File: src/rtl/multi_timer_irq.sv
module multi_timer_irq #(
  parameter int NT = 3,
  parameter int CW = 16,
  parameter int AW = 4,
  parameter int DW = 32
) (
  input  logic          clk,
  input  logic          rst_n,
  input  logic          ext_tick,
  input  logic          bus_wr,
  input  logic [AW-1:0] bus_addr,
  input  logic [DW-1:0] bus_wdata,
  output logic [DW-1:0] bus_rdata,
  output logic          irq
);
  localparam int STS_LSB  = 16;
  localparam int RLD_BASE = 4;
  localparam int CLR_BASE = 8;
  localparam int CNT_BASE = 12;

  logic [NT-1:0] en, ien, sts, tick, expire, clr, rld_wr;
  logic [1:0]    sel [NT];
  logic [CW-1:0] rld [NT];
  logic [CW-1:0] cnt [NT];
  logic [1:0]    presc;
  logic [2:0]    ext_s;
  logic          ext_rise;

  wire ctrl_wr = bus_wr && (bus_addr == '0);

  always_ff @(posedge clk) begin
    if (!rst_n) begin
      presc <= '0;
      ext_s <= '0;
    end else begin
      presc <= presc + 2'd1;
      ext_s <= {ext_s[1:0], ext_tick};
    end
  end
  assign ext_rise = ext_s[1] & ~ext_s[2];

  for (genvar i = 0; i < NT; i++) begin : g_tmr
    always_comb begin
      case (sel[i])
        2'd0:    tick[i] = 1'b1;
        2'd1:    tick[i] = presc[0];
        2'd2:    tick[i] = &presc;
        default: tick[i] = ext_rise;
      endcase
    end

    assign expire[i] = en[i] & tick[i] & (cnt[i] == '0);
    assign rld_wr[i] = bus_wr && (bus_addr == AW'(RLD_BASE + i));
    assign clr[i]    = (ctrl_wr && !bus_wdata[STS_LSB + i]) ||
                       (bus_wr && (bus_addr == AW'(CLR_BASE + i)));

    always_ff @(posedge clk) begin
      if (!rst_n) begin
        en[i]  <= 1'b0;
        ien[i] <= 1'b0;
        sel[i] <= '0;
        rld[i] <= '0;
        cnt[i] <= '0;
        sts[i] <= 1'b0;
      end else begin
        if (ctrl_wr) begin
          en[i]  <= bus_wdata[4*i];
          ien[i] <= bus_wdata[4*i+1];
          sel[i] <= bus_wdata[4*i+2 +: 2];
        end
        if (rld_wr[i]) begin
          rld[i] <= bus_wdata[CW-1:0];
          cnt[i] <= bus_wdata[CW-1:0];
        end else if (expire[i]) begin
          cnt[i] <= rld[i];
        end else if (en[i] && tick[i]) begin
          cnt[i] <= cnt[i] - 1'b1;
        end
        if (expire[i] && ien[i]) sts[i] <= 1'b1;
        else if (clr[i])         sts[i] <= 1'b0;
      end
    end

    p_hold_r3: assert property (@(posedge clk) disable iff (!rst_n)
      (!en[i] && !rld_wr[i]) |=> $stable(cnt[i]));
    p_range_r4: assert property (@(posedge clk) disable iff (!rst_n)
      cnt[i] <= rld[i]);
    p_gate_r6: assert property (@(posedge clk) disable iff (!rst_n)
      $rose(sts[i]) |-> $past(expire[i] && ien[i]));
    p_keep_one_r8: assert property (@(posedge clk) disable iff (!rst_n)
      (ctrl_wr && bus_wdata[STS_LSB + i] && sts[i]) |=> sts[i]);
    p_fall_src_r9: assert property (@(posedge clk) disable iff (!rst_n)
      $fell(sts[i]) |-> $past(bus_wr && (bus_addr == '0 || bus_addr == AW'(CLR_BASE + i))));
    p_set_wins_r10: assert property (@(posedge clk) disable iff (!rst_n)
      (expire[i] && ien[i] && clr[i]) |=> sts[i]);
  end

  assign irq = |sts;

  p_irq_hold_r7: assert property (@(posedge clk) disable iff (!rst_n)
    $fell(irq) |-> $past(bus_wr));

  always_comb begin
    bus_rdata = '0;
    for (int i = 0; i < NT; i++) begin
      if (bus_addr == '0) begin
        bus_rdata[4*i]         = en[i];
        bus_rdata[4*i+1]       = ien[i];
        bus_rdata[4*i+2 +: 2]  = sel[i];
        bus_rdata[STS_LSB + i] = sts[i];
      end
      if (bus_addr == AW'(RLD_BASE + i)) bus_rdata[CW-1:0] = rld[i];
      if (bus_addr == AW'(CNT_BASE + i)) bus_rdata[CW-1:0] = cnt[i];
    end
  end
endmodule

File: config.mk
export PLATFORM = sky130hd
export DESIGN_NAME = multi_timer_irq
export DESIGN_NICKNAME = d
export VERILOG_FILES = /design/src/rtl/multi_timer_irq.sv
export SDC_FILE = /design/constraint.sdc
export NUM_CORES = 1
export LEC_CHECK = 0
export ABC_CLOCK_PERIOD_IN_PS = 5500
export BUFFER_PORTS_ARGS = -buffer_cell sky130_fd_sc_hd__buf_2
export CELL_PAD_IN_SITES_DETAIL_PLACEMENT = 0
export CELL_PAD_IN_SITES_GLOBAL_PLACEMENT = 1
export CORE_MARGIN = 2
export CORE_UTILIZATION = 46
export DETAILED_ROUTE_END_ITERATION = 10
export GPL_TIMING_DRIVEN = 0
export PLACE_DENSITY_LB_ADDON = 0.15
export SKIP_LAST_GASP = 1
export SYNTH_ARGS = -nofsm -noshare
export SYNTH_HDL_FRONTEND = slang
export SYNTH_SLANG_ARGS = --single-unit
export TNS_END_PERCENT = 20
File: constraint.sdc
create_clock -name clk -period 5.5 [get_ports clk]
set_clock_uncertainty 0.2 [all_clocks]
set_input_delay 0.275 -clock clk [delete_from_list [all_inputs] [get_ports clk]]
set_output_delay 0.275 -clock clk [all_outputs]
set_load 0.005 [all_outputs]
; Yosys cells after proc, flatten, opt, wreduce, memory -nomap -nowiden
; Memory sizes are Yosys's and may differ from the RTL's.
; Index checks and enable logic that the tools add are counted.
[word_totals]
reg_bits = 14
latch_bits = 0
mem_bits_rw = 102
rom_bits = 0
input_bits = 40
out_inout_bits = 33
elab_cells = 166
memories = 3
[classes]
n_addsub = 4
multipliers = 0
div_mod_pow = 0
order_cmp = 0
eq_ne = 15
shifts = 0
n_mux = 76
bitwise = 23
reduce_logical = 34
[mem_list]
columns = name, words, word_bits, read_ports, rd_clocked_by_memory_dff, wr, line_no
row1 = cnt, 3, 16, 3, 0, 3, 24  ; logic [CW-1:0] cnt [NT];
row2 = rld, 3, 16, 3, 0, 3, 23  ; logic [CW-1:0] rld [NT];
row3 = sel, 3, 2, 3, 0, 3, 22  ; logic [1:0] sel [NT];
[op_table]
columns = cell, count
row1 = $mux W16, 18
row2 = $mux W1, 49
row3 = $logic_not A16 Y1, 3
row4 = $sub A16 B1 Y16 const B, 3
row5 = $eq A4 B4 Y1 const B, 6
row6 = $logic_and A1 B1 Y1, 16
row7 = $or A1 B1 Y1, 15
row8 = $eq A4 B3 Y1 const B, 3
row9 = $mux W4, 3
row10 = $pmux W1 S3, 3
row11 = $and A1 B1 Y1, 7
row12 = $eq A2 B1 Y1 const B, 3
row13 = $eq A2 B2 Y1 const B, 3
row14 = $logic_not A2 Y1, 3
row15 = $mux W2, 3
row16 = $reduce_bool A2 Y1, 3
row17 = $logic_not A4 Y1, 1
row18 = $logic_not A1 Y1, 3
row19 = $logic_or A1 B1 Y1, 3
row20 = $reduce_or A3 Y1, 1
row21 = $add A2 B1 Y2 const B, 1
row22 = $reduce_and A2 Y1, 1
row23 = $not A1 Y1, 1

; Logic depth before layout (Yosys ltp)
[depth]
depth_word = 11
ltp_mapped = 9
mapped_depth_nobuf = 7

; Worst setup path after synthesis
; OpenSTA, ideal clock, no wires.
[synth_path]
path_type = input to register
start = input bus_addr[3]
end = memory cnt[0][15] (data pin)
setup_ps = 259
t_arrival_ps = 3576
required_time_ps = 5041
setup_slack_ps = 1465
path_stages = 6
n_path_buf = 1
cell_sequence = clkbuf_1 -> nand2b_1 -> o41ai_1 -> nor2_1 -> and2_4 -> a211o_1
[synth_lines]
columns = item, line_no
row1 = from (decl), 11  ; input logic [AW-1:0] bus_addr,
row2 = to (decl), 24

==> impl_metrics.yaml <==
route:
  antenna_left: 0
  drt-initial-drc-count: 673
  dr.pass1.iters: 6
  drc: 0
  routed_wirelength_um: 23600
  wire_per_inst_um: 23.5
  via_per_inst: 6.09
  vias: 6129
synthesis:
  synth-edff-count: 102
  synth-adder-area-share_pct: 0.721
  netlist.area_leader.share_pct: 44.1
  syn-cell-area_um2: 6940
  synth_area_leaders: "edfxtp_1, nand2_1, dfxtp_1"
  ys.flop_type: "edfxtp_1"
  synth-async-reset-ratio_pct: 0
  synth_warnings: 0
  yosys.area_share.simple_pct: 19.4
  avgSynthCellArea_um2: 9.57
  muxShareOfSynthArea_pct: 2.56
  synth_top_cell_by_area: "edfxtp_1"
  synth_compound_area_share_pct: 18.5
  synth_top_family_by_area: "simple AND/OR/NAND/NOR gates"
  seq_area_frac_synth_pct: 48.2
  netlist_instances: 725
  ys_ff_latch: 116
  synth_xor_area_share_pct: 4.42
  post_synth_num_cell_types: 63
cts:
  cts_tree: "done"
  insertion_delay_ns: 0.43
  post_cts_buffers: 0
  ctsLongestPathBuffers: 2
  cts_root_buf: "clkbuf_16"
  cts_sinks: 116
  htreeDepth: 4
  cts_buffers: 17
  clk_pin_slew_ns: 0.05
finish:
  num-fill-cells: 1343
  drive_gt1_share_pct: 13.9
  layout.nets: 852
  area_growth_pct: 16.8
placed_design:
  hpwl_um: 17400
  io_buffers: 45
  gp_congestion: 0.928
critical_path:
  path_buf_inv: 2
  critPathRequiredTime_ns: 5.56
  r2r_cells: 7
  cpPeakStageDelay_ns: 0.66
  crit_type: "reg -> reg"
  cp-end-kind: "register"
  crit_family: "simple AND/OR/NAND/NOR gates"
  cp_num_cells: 7
  cpMaxStageDelayCell: "nor4b_1"
  crit_arrival_ns: 3.43
  cp-start-kind: "register"
  cp_max_fo: 10
  crit_chain: "inv_1 -> ha_1 -> nor4b_1 -> nand4_1 -> and2_1 -> clkbuf_1 -> a22oi_1"
global_route:
  grt_pass1_vias: 5777
  grt_antenna_before_repair: 0
  grt_overflow: 0
  grt_pass1_wl_um: 34900
  track_usage_pct: 29.5
  grt_max_degree: 19
sta:
  setup_tns_ns: 0
  max_slew_margin_pct: 34.1
  hold_viol: 0
  layout_min_cycle_time_ns: 3.37
  finalSetupViolations: 0
  period_share_pct: 61.2
  fmax_ghz: 0.297
  grt_setup_unrepaired: "false"
  worstMarginPinSlew_ns: 0.984
  drv_slew: 0
pwr:
  p_int_mw: 1.79
  p_leak_nw: 3.33
  p_per_area_nw_per_um2: 295
  pwr-share-clk_pct: 46.3
  p_sw_mw: 0.597
  power_frac_comb_pct: 9.6
  p_total_mw: 2.39
  ir_worst_vdd_mv: 0.212
  p_seq_share_pct: 44.1
  p_sw_share_pct: 25.0
run_status:
  outcome: "completed"
floorplan:
  fp.dieH_um: 127
  fp.coreArea_um2: 14600
  initial_core_util_pct: 47.4
  ios: 73
  die_w_um: 127
  dieArea_um2: 16100
  num_rows: 44
worst_hold_path:
  hold_path_depth: 3
  hp-class: "in -> reg"
run:
  max_cap_viol_count: 0
[metrics by stage]
| stage | instances | hold slack, ns | util (%) | cell area [um2] | worst slack, ns |
|---|---|---|---|---|---|
| detailed placement | 968 | 0.222 | 51.0 | 7470 | 1.96 |
| CTS | 1005 | 0.00117 | 55.3 | 8100 | 2.17 |
| floorplan | 737 | 0.202 | - | 6980 | 1.46 |
| global route | 1005 | 0.0286 | 55.3 | 8100 | 2.00 |
| finish | 1006 | 0.0163 | 55.3 | 8100 | 2.13 |
| global placement | 966 | 0.215 | 50.8 | 7440 | -0.657 |
[worst register-to-register path, cell delays in order, from the launching register on]
cell	delay, ns
edfxtp_1	0.48
inv_1	0.11
ha_1	0.24
nor4b_1	0.66
nand4_1	0.52
and2_1	0.38
clkbuf_1	0.31
a22oi_1	0.29
[metal layers]
metal	global-route usage, %	share of wire [%]	vias up
li1	-	-	2781
met1	42.4	43	2995
met2	43.4	44	311
met3	6.03	10	42
met4	12.6	2.9	0
met5	0	0	-
[power groups by stage]
| stage | logic, mW | registers [mW] | clock network [mW] |
|---|---|---|---|
| after CTS | 0.225 | 1.05 | 1.11 |
| after floorplan | 0.136 | 1.05 | 0 |
| after detailed placement | 0.221 | 1.07 | 0 |
| final | 0.230 | 1.05 | 1.11 |
| after global routing | 0.246 | 1.06 | 1.14 |
| after global placement | 0.217 | 1.07 | 0 |
[Yosys cell counts, types with 12 or more instances]
master    number
inv_1         51
dfxtp_1       14
o21ai_1       15
nand2_1       91
a22oi_1       23
a21oi_1       29
nor3_1        24
o21bai_1      12
and2_1        17
xnor2_1       25
edfxtp_1     102
nor2_1        55
and3_1        14
clkbuf_1      25
o21ai_0       37
buf_4         13
[placed cells by master (no fill, tap or decap), types with 12 or more instances in the layout]
| cell | count |
|---|---|
| nand2_1 | 91 |
| o21ai_1 | 15 |
| clkbuf_1 | 28 |
| buf_2 | 46 |
| edfxtp_1 | 102 |
| clkbuf_16 | 17 |
| xnor2_1 | 25 |
| buf_4 | 15 |
| and3_1 | 14 |
| and2_1 | 17 |
| dfxtp_1 | 14 |
| inv_1 | 51 |
| o21bai_1 | 12 |
| o21ai_0 | 37 |
| nor2_1 | 55 |
| a22oi_1 | 23 |
| nor3_1 | 24 |
| conb_1 | 13 |
| a21oi_1 | 29 |
[kinds of logic (layout without fill, tap and decap cells)]
| kind of cell | after synthesis | count (layout) |
|---|---|---|
| AO/OA/AOI/OAI | 186 | 186 |
| multiplexers | 15 | 15 |
| buffers and inverters | 97 | 181 |
| adder cells (fa/ha/maj) | 4 | 4 |
| AND/OR/NAND/NOR | 271 | 271 |
| flip-flops | 116 | 116 |
| other | 1 | 14 |
| XOR/XNOR | 35 | 35 |
[final cells by class]
class | instances | area [um2] | area share [%]
antenna | 1 | 2.50 | 0.0309
buffer | 46 | 238 | 2.93
clock buffer | 20 | 437 | 5.39
clock inverter | 12 | 138 | 1.70
inverter | 51 | 191 | 2.36
multi-input combinational | 524 | 3230 | 39.9
sequential | 116 | 3340 | 41.3
tap | 184 | 230 | 2.84
timing repair buffer | 52 | 290 | 3.58
[flip-flops by register name, indices dropped and copies added, names as in the netlist]
signal / count
cnt: 48
rld: 48
sel: 6
en: 3
ext_s: 3
ien: 3
sts: 3
presc: 2
[what timing repair did]
item                                   in CTS  in global routing
gates resized for setup                     0                  0
endpoints found under the hold margin       5                  0
hold buffers                                5                  0
[worst paths after layout]
| kind | slack, ns | from | to |
|---|---|---|---|
| max | 2.13 | cnt[1][0] | cnt[1][9] |
| min | 0.02 | bus_wdata[18] | sts[2] |
| max reg2reg | 2.13 | cnt[1][0] | cnt[1][9] |
| min reg2reg | 0.23 | ext_s[0] | ext_s[1] |
Note: power is estimated with default switching activity, not from simulation.
